$ cat config.mk
export PLATFORM = sky130hd
export DESIGN_NAME = dma_src_addr_step
export DESIGN_NICKNAME = d
export VERILOG_FILES = /design/src/rtl/dma_src_addr_step.sv
export SDC_FILE = /design/constraint.sdc
export NUM_CORES = 1
export LEC_CHECK = 0
export BUFFER_PORTS_ARGS = -buffer_cell sky130_fd_sc_hd__buf_4
export CORE_MARGIN = 5
export CORE_UTILIZATION = 27
export DETAILED_ROUTE_END_ITERATION = 7
export MAX_ROUTING_LAYER = met4
export PLACE_DENSITY_LB_ADDON = 0.05
export SYNTH_ARGS = -nofsm -noshare
export SYNTH_HDL_FRONTEND = slang
export SYNTH_SLANG_ARGS = --single-unit
export TNS_END_PERCENT = 1
$ cat constraint.sdc
create_clock -name clk -period 6.9 [get_ports clk]
set_input_delay 1.38 -clock clk [delete_from_list [all_inputs] [get_ports clk]]
set_output_delay 1.38 -clock clk [all_outputs]
set_load 0.02 [all_outputs]
$ cat src/rtl/dma_src_addr_step.sv
module dma_src_addr_step #(
  parameter int ADDR_W   = 32,
  parameter int AREA_W   = 5,
  parameter int MAX_AREA = 27
) (
  input  logic              clk,
  input  logic              rst_n,
  input  logic              step,
  input  logic [ADDR_W-1:0] cur_addr,
  input  logic [1:0]        mode,
  input  logic [1:0]        size,
  input  logic [AREA_W-1:0] area,
  input  logic [ADDR_W-1:0] offset,
  input  logic              wrap_ie,
  output logic [ADDR_W-1:0] next_addr,
  output logic              wrap_irq
);

  localparam logic [1:0] M_HOLD = 2'b00;
  localparam logic [1:0] M_OFS  = 2'b01;
  localparam logic [1:0] M_INC  = 2'b10;
  localparam logic [1:0] M_DEC  = 2'b11;

  logic [ADDR_W-1:0] mask, upper, low, delta, calc;
  logic [ADDR_W:0]   lo_sum;
  logic              area_on, ovf, unf, wrap;

  assign area_on = (area != '0) && (area <= AREA_W'(MAX_AREA));
  assign mask    = area_on ? ((ADDR_W'(1) << area) - ADDR_W'(1)) : '0;
  assign upper   = cur_addr & ~mask;
  assign low     = cur_addr & mask;

  always_comb begin
    if (mode == M_OFS)      delta = offset;
    else if (size == 2'b00) delta = ADDR_W'(1);
    else if (size == 2'b01) delta = ADDR_W'(2);
    else                    delta = ADDR_W'(4);
  end

  assign lo_sum = {1'b0, low} + {1'b0, delta};
  assign ovf    = area_on && (lo_sum > {1'b0, mask});
  assign unf    = area_on && (low < delta);

  always_comb begin
    calc = cur_addr;
    wrap = 1'b0;
    case (mode)
      M_HOLD: calc = cur_addr;
      M_OFS, M_INC: begin
        if (!area_on)  calc = cur_addr + delta;
        else if (ovf)  begin calc = upper; wrap = 1'b1; end
        else           calc = upper | lo_sum[ADDR_W-1:0];
      end
      M_DEC: begin
        if (!area_on)  calc = cur_addr - delta;
        else if (unf)  begin calc = upper | mask; wrap = 1'b1; end
        else           calc = upper | (low - delta);
      end
      default: calc = cur_addr;
    endcase
  end

  always_ff @(posedge clk) begin
    if (!rst_n) begin
      next_addr <= '0;
      wrap_irq  <= 1'b0;
    end else begin
      wrap_irq <= step && wrap && wrap_ie;
      if (step) next_addr <= calc;
    end
  end

  AST_IDLE_HOLD: assert property (@(posedge clk) disable iff (!rst_n)
    !step |=> $stable(next_addr) && !wrap_irq);
  AST_HOLD_MODE: assert property (@(posedge clk) disable iff (!rst_n)
    step && mode == M_HOLD |=> next_addr == $past(cur_addr) && !wrap_irq);
  AST_UPPER_KEPT: assert property (@(posedge clk) disable iff (!rst_n)
    step && area_on |=> (next_addr & ~$past(mask)) == ($past(cur_addr) & ~$past(mask)));
  AST_IRQ_CAUSE: assert property (@(posedge clk) disable iff (!rst_n)
    wrap_irq |-> $past(step) && $past(wrap_ie) && $past(area_on));
  AST_INC_WRAP: assert property (@(posedge clk) disable iff (!rst_n)
    step && mode == M_INC && ovf |=> (next_addr & $past(mask)) == '0);
  AST_DEC_WRAP: assert property (@(posedge clk) disable iff (!rst_n)
    step && mode == M_DEC && unf |=> (next_addr & $past(mask)) == $past(mask));

endmodule

# Yosys cells after proc, flatten, opt, wreduce, memory -nomap -nowiden
# Cells that the tools add are included.
# totals
regBits,33
in_bits,77
output_inout_bits,33
elab_cells,44
# classes
add_sub_neg,5
order_cmp,3
n_eq_ne,4
n_shift,1
muxes,14
bitwise_logic,6
reduce_logical,9
# op_table
op,n
32-bit two-way mux,6
32-bit bitwise OR,3
32-bit one-hot mux with 3 select lines,1
32-bit bitwise AND,2
32-bit subtractor,2
32-bit by 32-bit adder with 33-bit output,1
33-bit by 32-bit > comparator with 1-bit output,1
32-bit adder,1
32-bit less-than comparator,1
32-bit inverter,1
"1-bit by 5-bit left shift with 32-bit output, first input constant",1
"32-bit by 1-bit subtractor with 32-bit output, second input constant",1
3-bit two-way mux,2
"5-bit less-or-equal comparator, second input constant",1
1-bit logical AND,5
5-bit nonzero test,1
"2-bit by 1-bit == test with 1-bit output, second input constant",2
"2-bit == test, second input constant",2
2-bit zero test,2
1-bit two-way mux,4
1-bit one-hot mux with 2 select lines,1
2-bit OR reduction,1

# Logic depth before layout (Yosys ltp)
# logic_depth
depth_word,12
mapped_depth,34
mapped_depth_nobuf,32

# Worst setup path before layout
# No wires, ideal clock.
# synth_timing
path_kind,input-to-reg
startpoint,input area[4]
endpoint,register next_addr[6]
setup_ns,0.091
arrival_ns,7.397
required_ns,6.809
setup_slack_ns,-0.588
cell_stages,33
n_path_buf,2
path_cell_list,or2_2 nor2_1 nand2_1 ha_1 or3_1 nor3b_1 o21ai_0 and2_1 nand2b_1 nor2_1 ha_1 inv_1 o21ai_1 a2111o_1 and3_1 a211o_4 a31oi_4 a2111o_1 o311ai_1 xor2_1 ha_1 a21o_1 a21oi_1 o211ai_1 a211oi_1 a21oi_1 a211oi_2 buf_4 buf_6 nand2_1 a221oi_1 nor3_1 a311oi_1
# synth_between
elab_chain_cells,10
word_cells_on_any_way,23
cone_classes,add/sub (3); order compare (3); shift (1); mux (6); bitwise (6); reduce/logical (4)
# synth_rtl
element,line,rtl
"start, declared",12,"input logic [AREA_W-1:0] area,"
"1-bit by 5-bit left shift with 32-bit output, or another cell as far along",29,assign mask = area_on ? ((ADDR_W'(1) << area) - ADDR_W'(1)) : '0;
32-bit by 1-bit subtractor with 32-bit output / 1-bit logical AND (equally long branches),"29, 28",
32-bit two-way mux,29,
32-bit bitwise AND,31,assign low = cur_addr & mask;
32-bit by 32-bit adder with 33-bit output,40,"assign lo_sum = {1'b0, low} + {1'b0, delta};"
33-bit by 32-bit > comparator with 1-bit output,41,"assign ovf = area_on && (lo_sum > {1'b0, mask});"
1-bit logical AND,41,
32-bit two-way mux,51,else if (ovf) begin calc = upper; wrap = 1'b1; end
32-bit two-way mux,50,if (!area_on) calc = cur_addr + delta;
32-bit one-hot mux with 3 select lines *,47,case (mode)
"end signal, assigned",69,if (step) next_addr <= calc;
"end, declared",15,"output logic [ADDR_W-1:0] next_addr,"
# Mark *: on every way between the ends. The rest lies on a longest branch, timed or not.
# A chain may end at the register's enable or synchronous reset.

# Final worst setup path
# layout_timing
startpoint,input area[4]
endpoint,register next_addr[5]
# Same word-level chain as after synthesis.

==> flow_summary.ini <==
[clock_network]
clk_pin_slew_ns = 0.07
clkSinkCount = 33
clockBufferDepth = 2
cts_made_buffers = 5
htree_levels = 2
cts_root_buf = clkbuf_16
cts_tree = built
insertion_delay_ns = 0.33

[logic_synthesis]
yosys_warnings = 0
synth-seq-cells = 33
syn-cell-area_um2 = 11200
ys_seq_area_share_pct = 5.89
async_flop_share_pct = 0
synth_edf_count = 0
syn_area_per_cell_um2 = 6.80
syn_inst = 1649
ys_types = 93
yosys_most_used_dff = dfxtp_1

[setup_path]
slowest_stage = a2111o_1
worstPathRequired_ns = 7.14
critical_path.max_stage_delay_ns = 0.43
rrSetupSlack_ns = 5.63
cp.arrival_ns = 7.46
cp-start-kind = primary input
end_kind = flop
rr_endpoint = next_addr[29]
cp_max_fo = 7
r2r-start = next_addr[29]
crit_family = compound AO/OA/AOI/OAI gates
critPathBufInv = 4
r2r_cells = 4
critPathKind = primary input to flop

[floorplanning]
start_util_pct = 27.4
die_x_um = 214
rows = 74
dieArea_um2 = 45700
coreArea_um2 = 40900
die_h_um = 214
io_pins = 110

[timing]
slew_headroom_pct = 22.2
setup_slack_ns = -0.320
finalMaxSlewViolations = 0
rsz0062_at_grt = true
fin_setup_tns_ns = -5.56
hold_violations = 0
worst_pin_slew_ns = 1.17
fmax_mhz = 139
setup_viol = 30
post-route-min-period_ns = 7.22
finalCritPeriodShare_pct = 105
skew_ns = 0

[power]
p_int_mw = 0.930
power_frac_clock_pct = 14.6
power_frac_comb_pct = 73.4
p_sw_mw = 0.946
power_density_nw_per_um2 = 126
power.leakage_nw = 7.02
peakVddDrop_uv = 84.3
pwr-share-seq_pct = 12.0
switching_share_pct = 50.4
finalPower_mw = 1.88

[final_layout]
final_cell_area_um2 = 14900
fillerInstances = 4491
final_nets = 2190
drive_above_1_share_pct = 24.9
fin_util_pct = 36.4
syn2layout_area_growth_pct = 32.7

[placed_design]
place_ws_ns = -1.05
port_buffers = 109
dpl.hpwl_um = 46300
gp_congestion = 0.922
place_area_um2 = 14400

[route]
wire_per_inst_um = 23.3
vias = 13391
drtPass1Iterations = 5
ant_nets = 0
vias_per_cell = 5.40
drt_iter0_markers = 1021
wl_um = 57800
drc_errors = 0

[grt]
grt_pass1_vias = 13338
grtUsageTotal_pct = 25.4
antenna_found_initial = 2
grt_overflow = 0
grt_max_degree = 73
grt_pass1_wl_um = 84800

[status]
outcome = finished with violations
violations = negative setup slack

[worst_hold_path]
worstHoldStart = next_addr[9]
worstHoldPathType = flop to flop
min_to = next_addr[9]
hold_depth = 2

[job]
drv_cap = 0
power groups by stage:
stage,clock network [mW],logic (mW),registers [mW]
6_report,0.274,1.38,0.226
3_5_place_dp,0,1.31,0.230
4_1_cts,0.288,1.36,0.226
5_1_grt,0.290,1.49,0.228
2_1_floorplan,0,0.753,0.246
3_3_place_gp,0,1.32,0.230
what timing repair did:
item | in CTS | in global routing
gates resized for setup | 31 | 21
setup buffers | 8 | 0
setup endpoints to repair | 33 | 33
cloned | 1 | 0
hold buffers | 0 | 0
pin swaps | 25 | 7
cells in the final DEF, fill, tap and decap left out, types with 33 or more instances in the layout:
cell type,Yosys,routed
nand2_1,157,155
nor3_1,38,35
nor2_1,133,127
ha_1,164,158
dfxtp_1,33,33
inv_1,106,105
o21ai_0,119,112
xnor2_1,91,90
buf_4,3,382
a21o_1,45,45
a21oi_1,183,176
per-stage QoR:
stage,std cells,hold WS (ns)
final,2479,0.468
after global routing,2479,0.501
after floorplan,1656,0.528
after global placement,2461,0.443
after CTS,2477,0.474
after detailed placement,2461,0.457
worst max-delay path by stage:
stage,start,to,slack (ns),depth (start not counted)
5_1_grt,area[4],next_addr[1],-0.69,33
6_report,area[4],next_addr[5],-0.32,34
3_5_place_dp,area[4],next_addr[3],-1.05,33
3_3_place_gp,area[4],next_addr[3],-1.00,33
4_1_cts,area[4],next_addr[5],-0.35,34
2_1_floorplan,area[4],next_addr[6],-0.15,33
per-layer routing:
metal  GRT usage, %  vias to the layer above  wire (um)
li1               -                     6551          -
met1           34.2                     6377      27300
met2           38.8                      379      25300
met3           4.20                       84       3160
met4           8.51                        0       2100
met5              -                        -          0
synthesized netlist by cell type (all sizes together) (4+ instances only):
| cell | number | area (um^2) |
|---|---|---|
| nand2b | 31 | 194 |
| o311ai | 6 | 60.1 |
| nand3 | 23 | 115 |
| nand4 | 12 | 81.3 |
| o21bai | 26 | 195 |
| and4 | 4 | 35.0 |
| o22ai | 4 | 25.0 |
| a211o | 9 | 87.6 |
| nor3 | 39 | 200 |
| nand2 | 157 | 589 |
| clkbuf | 76 | 288 |
| and3 | 16 | 100 |
| nor2b | 23 | 144 |
| o21ai | 131 | 656 |
| a21boi | 10 | 75.1 |
| a211oi | 27 | 228 |
| nor2 | 134 | 505 |
| a2111oi | 6 | 52.6 |
| o2111ai | 5 | 50.0 |
| dfxtp | 33 | 661 |
| fa | 4 | 80.1 |
| buf | 32 | 184 |
| o31ai | 14 | 120 |
| xnor2 | 91 | 797 |
| a21o | 45 | 338 |
| a221oi | 25 | 260 |
| nor4 | 5 | 31.3 |
| and2 | 10 | 62.6 |
| xor2 | 22 | 193 |
| o2bb2ai | 7 | 61.3 |
| inv | 108 | 405 |
| ha | 164 | 2050 |
| a221o | 8 | 80.1 |
| or3 | 15 | 93.8 |
| o221ai | 7 | 61.3 |
| a311oi | 12 | 118 |
| o21a | 6 | 45.0 |
| or2 | 7 | 43.8 |
| nor3b | 5 | 37.5 |
| a21oi | 185 | 933 |
| a31oi | 24 | 171 |
| o211ai | 33 | 253 |
final cells by class:
type	instances	area, um^2	share of cell area, %
repair buffers	390	2990	20.1
inverters	110	417	2.80
multi-input cells	1405	9990	67.2
flip-flops and latches	33	661	4.44
clock buffers	7	143	0.959
diodes	2	5.00	0.0336
well taps	532	666	4.47
state kept, by name, summed over array words and instances (netlist names):
| signal | count |
|---|---|
| next_addr | 32 |
| wrap_irq | 1 |
cells by family (layout without fill, tap and decap cells):
kind of cell               count (synthesis)  count (layout)  share of synthesized area, %
buffers and inverters                    218             507                          7.89
and+or+nand+nor                          490             490                          20.6
AOI/OAI and AO/OA                        622             622                          37.5
other                                      2              11                        0.0670
muxes                                      3               3                         0.279
xor gates and xnor gates                 113             113                          8.83
DFF                                       33              33                          5.89
adders and majority gates                168             168                          19.0
worst register-to-register path, delay by kind of cell (launching register included):
kind            cells  cell delay, ns
flops               1            0.33
compound gates      3            0.64
simple gates        1            0.18
No activity file was read; power rests on OpenSTA's default activity.
